--- src/rtl/swram_pkg.sv ---
package swram_pkg;

  localparam int REG_W    = 8;
  localparam int OWN_LO   = 0;
  localparam int OWN_HI   = 1;
  localparam int POS_LO   = 2;
  localparam int POS_HI   = 4;
  localparam int EN_BIT   = 7;
  localparam int POS_W    = POS_HI - POS_LO + 1;
  localparam logic [REG_W-1:0] KEEP_MASK = 8'h9F;

  typedef enum logic [1:0] {
    OWN_CPU0 = 2'd0,
    OWN_CPU1 = 2'd1,
    OWN_DSP  = 2'd2
  } owner_e;

  // Both upper owner codes collapse onto the DSP.
  function automatic owner_e owner_of(input logic [1:0] code);
    if (code[1])
      return OWN_DSP;
    else if (code[0])
      return OWN_CPU1;
    else
      return OWN_CPU0;
  endfunction

endpackage

--- src/rtl/swram_cfg_bank.sv ---
module swram_cfg_bank
  import swram_pkg::*;
#(
  parameter int NUM_SLOTS = 8,
  parameter int SLOT_W    = $clog2(NUM_SLOTS)
) (
  input  logic                              clk,
  input  logic                              rst,
  input  logic                              we,
  input  logic [SLOT_W-1:0]                 waddr,
  input  logic [REG_W-1:0]                  wdata,
  output logic [NUM_SLOTS-1:0][REG_W-1:0]   slots
);

  for (genvar i = 0; i < NUM_SLOTS; i++) begin : g_slot
    always_ff @(posedge clk) begin
      if (rst)
        slots[i] <= '0;
      else if (we && (waddr == SLOT_W'(i)))
        slots[i] <= wdata & KEEP_MASK;
    end
  end

endmodule

--- src/rtl/swram_slot_search.sv ---
module swram_slot_search
  import swram_pkg::*;
#(
  parameter int NUM_SLOTS = 8,
  parameter int SLOT_W    = $clog2(NUM_SLOTS)
) (
  input  logic [NUM_SLOTS-1:0][REG_W-1:0] slots,
  input  owner_e                          req_owner,
  input  logic [POS_W-1:0]                req_pos,
  output logic                            found,
  output logic [SLOT_W-1:0]               idx
);

  logic [NUM_SLOTS-1:0] match_vec;

  for (genvar i = 0; i < NUM_SLOTS; i++) begin : g_cmp
    assign match_vec[i] = slots[i][EN_BIT]
                       && (owner_of(slots[i][OWN_HI:OWN_LO]) == req_owner)
                       && (slots[i][POS_HI:POS_LO] == req_pos);
  end

  // Scan from the top so the lowest matching slot is left standing.
  always_comb begin
    found = 1'b0;
    idx   = '0;
    for (int i = NUM_SLOTS - 1; i >= 0; i--) begin
      if (match_vec[i]) begin
        found = 1'b1;
        idx   = SLOT_W'(i);
      end
    end
  end

endmodule

--- src/rtl/swram_slot_mapper.sv ---
module swram_slot_mapper
  import swram_pkg::*;
#(
  parameter int NUM_SLOTS = 8,
  parameter int DATA_W    = 32
) (
  input  logic                         clk,
  input  logic                         rst,
  input  logic                         cfg_we,
  input  logic [$clog2(NUM_SLOTS):0]   cfg_addr,
  input  logic [7:0]                   cfg_wdata,
  output logic [7:0]                   cfg_rdata,
  input  logic                         lk_valid,
  input  logic                         lk_bank,
  input  logic [1:0]                   lk_req,
  input  logic [2:0]                   lk_pos,
  input  logic [DATA_W-1:0]            lk_rdata_in,
  output logic                         lk_hit,
  output logic                         lk_miss,
  output logic [$clog2(NUM_SLOTS)-1:0] lk_slot,
  output logic [DATA_W-1:0]            lk_rdata
);

  localparam int SLOT_W    = $clog2(NUM_SLOTS);
  localparam int NUM_BANKS = 2;

  logic [NUM_SLOTS-1:0][REG_W-1:0] bank_regs  [NUM_BANKS];
  logic                            bank_found [NUM_BANKS];
  logic [SLOT_W-1:0]               bank_idx   [NUM_BANKS];
  owner_e                          req_owner;
  logic                            sel_found;

  assign req_owner = owner_of(lk_req);

  for (genvar b = 0; b < NUM_BANKS; b++) begin : g_bank
    swram_cfg_bank #(.NUM_SLOTS(NUM_SLOTS), .SLOT_W(SLOT_W)) u_regs (
      .clk   (clk),
      .rst   (rst),
      .we    (cfg_we && (cfg_addr[SLOT_W] == 1'(b))),
      .waddr (cfg_addr[SLOT_W-1:0]),
      .wdata (cfg_wdata),
      .slots (bank_regs[b])
    );

    swram_slot_search #(.NUM_SLOTS(NUM_SLOTS), .SLOT_W(SLOT_W)) u_search (
      .slots     (bank_regs[b]),
      .req_owner (req_owner),
      .req_pos   (lk_pos),
      .found     (bank_found[b]),
      .idx       (bank_idx[b])
    );
  end

  assign cfg_rdata = bank_regs[cfg_addr[SLOT_W]][cfg_addr[SLOT_W-1:0]];

  assign sel_found = bank_found[lk_bank];
  assign lk_hit    = lk_valid && sel_found;
  assign lk_miss   = lk_valid && !sel_found;
  assign lk_slot   = lk_hit ? bank_idx[lk_bank] : '0;
  assign lk_rdata  = lk_hit ? lk_rdata_in : '0;

endmodule

--- config.mk ---
export PLATFORM = sky130hd
export DESIGN_NAME = swram_slot_mapper
export DESIGN_NICKNAME = d
export VERILOG_FILES = /design/src/rtl/swram_pkg.sv /design/src/rtl/swram_cfg_bank.sv /design/src/rtl/swram_slot_search.sv /design/src/rtl/swram_slot_mapper.sv
export SDC_FILE = /design/constraint.sdc
export NUM_CORES = 1
export LEC_CHECK = 0
export ABC_CLOCK_PERIOD_IN_PS = 3100
export BUFFER_PORTS_ARGS = -buffer_cell sky130_fd_sc_hd__clkbuf_2
export CORE_ASPECT_RATIO = 1.4
export CORE_UTILIZATION = 55
export CTS_BUF_LIST = sky130_fd_sc_hd__clkbuf_16
export CTS_CLUSTER_SIZE = 14
export DETAILED_ROUTE_END_ITERATION = 8
export GPL_TIMING_DRIVEN = 0
export PLACE_DENSITY = 0.77
export SYNTH_ARGS = -nofsm -noshare
export SYNTH_HDL_FRONTEND = slang
export SYNTH_HIERARCHICAL = 1
export SYNTH_SLANG_ARGS = --single-unit
export TNS_END_PERCENT = 1
--- constraint.sdc ---
create_clock -name clk -period 3.1 [get_ports clk]
set_input_delay 0.31 -clock clk [delete_from_list [all_inputs] [get_ports clk]]
set_output_delay 0.31 -clock clk [all_outputs]
set_load 0.05 [all_outputs]
# [Word-level counts from Yosys, hierarchy flattened]
# Index checks and enable logic that the tools add are counted.
[totals] register_bits=96 word_cells=194 in_bits=54 output_inout_bits=45
[classes] magnitude_cmp=3 eq_ne=39 reduce_logical=54 muxes=79 bitwise=3
[ops] op="$mux 64" n=3
[ops] op="$mux 3" n=20
[ops] op="$logic_and 1x1->1" n=52
[ops] op="$eq 3x3->1" n=16
[ops] op="$mux 1" n=36
[ops] op="$mux 2" n=17
[ops] op="$eq 2x2->1" n=16
[ops] op="$mux 32" n=1
[ops] op="$bmux 8 s3" n=1
[ops] op="$eq 3x3->1 const B" n=4
[ops] op="$mux 8" n=1
[ops] op="$eq 3x2->1 const B" n=2
[ops] op="$ge 2x2->1 const B" n=2
[ops] op="$lt 3x4->1 const B" n=1
[ops] op="$not 1->2" n=2
[ops] op="$eq 3x1->1 const B" n=1
[ops] op="$logic_not 3->1" n=1
[ops] op="$logic_not 1->1" n=1
[ops] op="$not 1->1" n=1

# [Depth between registers and ports, before layout]
[depth] word_depth=18 ltp_mapped=11

# [By module]
# Netlist, hierarchy kept.
[by_module_without_submodules] mod="swram_cfg_bank" instances=2 area_each_um2=2082.0 cells_per_inst=195 seq_area_each_um2=960.9
[by_module_without_submodules] mod="swram_slot_mapper" instances=1 area_each_um2=1327.5 cells_per_inst=118 seq_area_each_um2=0.0
[by_module_without_submodules] mod="swram_slot_search" instances=2 area_each_um2=651.9 cells_per_inst=86 seq_area_each_um2=0.0

# [Worst setup path before layout]
# OpenSTA, ideal clock, no wires.
[synth_path] kind="input port to output port" startpoint="in lk_req[0]" endpoint="out lk_rdata[20]" stages=10 arrival_ps=2557 required_ps=2790 path_slack_ps=233 n_path_buf=2 path_cell_list="nor2b_1 > buf_4 > a211o_1 > a2111oi_4 > nor3_1 > nand2_1 > mux2i_1 > nor2b_1 > buf_2 > and2_1"
[synth_lines] item="start: declaration" line_no="swram_slot_mapper.sv:15" text="input logic [1:0] lk_req,"
[synth_lines] item="end: declaration" line_no="swram_slot_mapper.sv:21" text="output logic [DATA_W-1:0] lk_rdata"

==> results_dict.tcl <==
set metrics [dict create \
    nNetsFinal 867 \
    critPathRequiredTime_ns 2.79 \
    worst_skew_pair.late_latency_ns 0.34 \
    cts.clk_slew.worst_paths_ns 0.06 \
    gp_congestion 0.941 \
    cell_internal_power_dissipation_mw 2.08 \
    timing.slew.headroom 0.522 \
    antenna_diode_count 0 \
    share_seq_of_total_power 0.451 \
    buffer_ports.inserted 89 \
    fin_cells 965 \
    worstReg2RegEnd "g_bank[1].u_regs/slots[9]$_SDFFE_PP0P_" \
    timing.rr.start "g_bank[1].u_regs/slots[9]$_SDFFE_PP0P_" \
    syn-cell-area_um2 6800 \
    buffer_levels_on_the_longest_clock_path 2 \
    clock_tree.htree_level_count 3 \
    post-dp-hpwl_um 15700 \
    whs_endpoint "g_bank[1].u_regs/slots[23]$_SDFFE_PP0P_" \
    first_pass_grt_wire_length_um 30300 \
    report.power.total_mw 2.81 \
    worst_hold_slack_ns 0.495 \
    ir_worst_vdd_mv 0.310 \
    synth_edf_count 0 \
    yosys_register_bits 96 \
    pre_cts_slack_ns -0.436 \
    numCtsBuffers 9 \
    largest_register "g_bank.u_regs/slots" \
    fin_ws_ns 0.0134 \
    share_of_post_route_cells_with_drive_strength_above_1 0.269 \
    worst-setup-path-type "flop to output port" \
    groute.usage.overall 0.327 \
    critical-path-max-stage-delay_ns 0.38 \
    clock_share_of_power 0.389 \
    drt-pass1-iter-count 5 \
    floorplan.die.width_um 95.9 \
    detail_route.wirelength.met1_um 6950 \
    startpoint_type "flop" \
    via_count 5655 \
    fin_crit_ns 3.09 \
    layout.core_utilization 0.675 \
    final.setup_skew_ns 0 \
    final_hold_viol_count 0 \
    critical_path.max_fanout 10 \
    drt_iter0_drc 425 \
    combPwrFrac 0.160 \
    grt_antenna_before_repair 0 \
    synth_area_leader_cell "sky130_fd_sc_hd__dfxtp_1" \
    ports_placed_on_the_boundary 99 \
    seq_total_area_yosys 0.283 \
    largestRegisters "g_bank.u_regs/slots (96)" \
    post_synth_most_frequent_cells "sky130_fd_sc_hd__nand2b_1, sky130_fd_sc_hd__mux2i_1, sky130_fd_sc_hd__dfxtp_1" \
    grt_overflow 0 \
    clock.fmax_mhz 324 \
    synth_cell_types 45 \
    placement_rows 47 \
    cell_types_with_the_largest_area_share_after_synthesis "sky130_fd_sc_hd__dfxtp_1, sky130_fd_sc_hd__mux2i_1, sky130_fd_sc_hd__nand2b_1" \
    crit_path_cell_trace "nor2b_1 -> a211o_1 -> a2111oi_4 -> nor3_2 -> buf_4 -> nand2_1 -> mux2i_2 -> nor2b_2 -> buf_4 -> buf_6 -> and2_2 -> clkbuf_8" \
    grt_setup_unrepaired "yes" \
    hp-class "input pin to flop" \
    final_min_period_over_clock_period 0.996 \
    synthDominantCellAreaShare 0.283 \
    drt_wirelength_um 19900 \
    placedCellCount 946 \
    worst-slew-pin-transition_ns 0.716 \
    buffer_cell_driving_the_clock_tree_root "sky130_fd_sc_hd__clkbuf_16" \
    grt_max_degree 19 \
    setup_total_negative_slack_ns 0 \
    largest_register_ffs 96 \
    tritoncts "done" \
    timing.reg2reg.worst_path_depth 2 \
    pwr_cell_area_nw_per_um2 349 \
    power_switching_mw 0.732 \
    synthCells 680 \
    syn_to_final_growth_pct 18.6 \
    run_status "completed" \
    design.die.area_um2 12800 \
    yosysMostFrequentCell "sky130_fd_sc_hd__nand2b_1" \
    yosys_warnings 6 \
    setup_viol_count_final 0 \
    synth_area_per_cell_um2 9.99 \
    met3WireLength_um 1460 \
    maxSlewViolCount 0 \
    drt_drc_violations_left 0 \
    post_drt_via_cell_ratio 5.86 \
    floorplan.core_area_um2 11900 \
    hold_buffers 0 \
    slowest_cp_cell "sky130_fd_sc_hd__a2111oi_4" \
    hold_start "cfg_wdata[7]" \
    routed.top_layer "met4" \
    cap_violations 0 \
    dr_wl_met2_um 9970 \
    p_leak_nw 3.73 \
    die_height_um 134 \
    ys_dominant_reg_cell "sky130_fd_sc_hd__dfxtp_1" \
    worst_path_most_repeated_cell "sky130_fd_sc_hd__buf_4" \
    power.switching_fraction 0.260 \
    first_global_vias 5691 \
    dpl_cell_area_um2 7540 \
    floorplan.initialDensity 0.569 \
    cts_sinks 96 \
    drt.antenna.violating_nets 0 \
    final_cell_area_um2 8060 \
    instance_count_along_the_most_critical_hold_path 4 \
    wl_per_cell_um 20.7 \
    asyncSetResetFlopFracSynth 0 \
    critPathCaptureType "output port" \
    reg2reg_setup_slack_ns 2.35 \
    worstPathArrival_ns 2.78 \
]
critical path, delay by kind of cell (launching register included):
kind            cells  cell delay [ns]
buf+inv             4             0.66
flops               1             0.34
compound gates      2             0.69
simple gates        5             0.65
mux                 1             0.10
layout by cell type, fill, tap and decap left out, types with 3 or more instances in the layout:
| cell type | n |
|---|---|
| sky130_fd_sc_hd__xnor2_1 | 52 |
| sky130_fd_sc_hd__buf_2 | 10 |
| sky130_fd_sc_hd__clkbuf_2 | 60 |
| sky130_fd_sc_hd__nand2b_1 | 108 |
| sky130_fd_sc_hd__clkbuf_16 | 9 |
| sky130_fd_sc_hd__clkbuf_4 | 15 |
| sky130_fd_sc_hd__nor3_1 | 3 |
| sky130_fd_sc_hd__nand4bb_1 | 6 |
| sky130_fd_sc_hd__mux4_1 | 12 |
| sky130_fd_sc_hd__clkbuf_1 | 30 |
| sky130_fd_sc_hd__buf_4 | 42 |
| sky130_fd_sc_hd__mux2i_1 | 99 |
| sky130_fd_sc_hd__a22oi_1 | 24 |
| sky130_fd_sc_hd__nand4b_1 | 6 |
| sky130_fd_sc_hd__dfxtp_1 | 94 |
| sky130_fd_sc_hd__and2_1 | 27 |
| sky130_fd_sc_hd__and2_4 | 3 |
| sky130_fd_sc_hd__buf_6 | 15 |
| sky130_fd_sc_hd__xor2_1 | 10 |
| sky130_fd_sc_hd__mux4_2 | 20 |
| sky130_fd_sc_hd__and4_1 | 4 |
| sky130_fd_sc_hd__nand4_1 | 10 |
| sky130_fd_sc_hd__buf_8 | 5 |
| sky130_fd_sc_hd__buf_1 | 3 |
| sky130_fd_sc_hd__clkinvlp_4 | 3 |
| sky130_fd_sc_hd__nor3_2 | 3 |
| sky130_fd_sc_hd__nand2_1 | 16 |
| sky130_fd_sc_hd__nor2b_1 | 10 |
| sky130_fd_sc_hd__conb_1 | 32 |
| sky130_fd_sc_hd__and2_2 | 7 |
| sky130_fd_sc_hd__nor2_1 | 25 |
| sky130_fd_sc_hd__clkbuf_8 | 4 |
routing by layer:
metal  vias to the layer above  GRT usage
met2                       277      0.548
met5                         -          0
met3                        96     0.0782
met4                         0      0.245
met1                      2689      0.347
li1                       2593          -
layout make-up:
cell class | instances | area, um2
Sequential cell | 96 | 1920
Tap cell | 147 | 184
Fill cell | 955 | 3880
Buffer | 94 | 632
Inverter | 2 | 7.51
Timing Repair Buffer | 91 | 589
Clock buffer | 9 | 225
Multi-Input combinational cell | 519 | 4440
Clock inverter | 7 | 63.8
power groups by stage:
| stage | registers, mW | logic, mW | clock network [mW] |
|---|---|---|---|
| after detailed placement | 1.29 | 0.434 | 0 |
| after CTS | 1.27 | 0.437 | 1.10 |
| final | 1.27 | 0.451 | 1.09 |
| after global placement | 1.29 | 0.423 | 0 |
| after floorplan | 1.29 | 0.328 | 0 |
| after global routing | 1.27 | 0.480 | 1.16 |
timing repair:
| item | CTS | global route |
|---|---|---|
| setup buffers | 0 | 2 |
| gates resized for setup | 34 | 61 |
| endpoints found under the setup margin | 36 | 35 |
| gates cloned | 1 | 0 |
| pin swaps | 0 | 2 |
cell families after synthesis:
logic type | Yosys count | share of synthesized area
mux | 132 | 0.260
buf+inv | 96 | 0.0904
flops | 96 | 0.283
compound gates | 52 | 0.0663
xor+xnor | 62 | 0.0799
other cells | 2 | 0.00111
simple gates | 240 | 0.219
how the worst max path moves through the flow:
stage                                                 start           end
CTS                 g_bank[0].u_regs/slots[57]$_SDFFE_PP0P_  lk_rdata[25]
global placement                                  lk_req[1]  lk_rdata[15]
floorplan                                         lk_req[0]  lk_rdata[20]
detailed placement                                lk_req[1]  lk_rdata[15]
finish              g_bank[1].u_regs/slots[56]$_SDFFE_PP0P_  lk_rdata[10]
global route        g_bank[1].u_regs/slots[56]$_SDFFE_PP0P_  lk_rdata[10]
(Power assumes the default switching activity.)
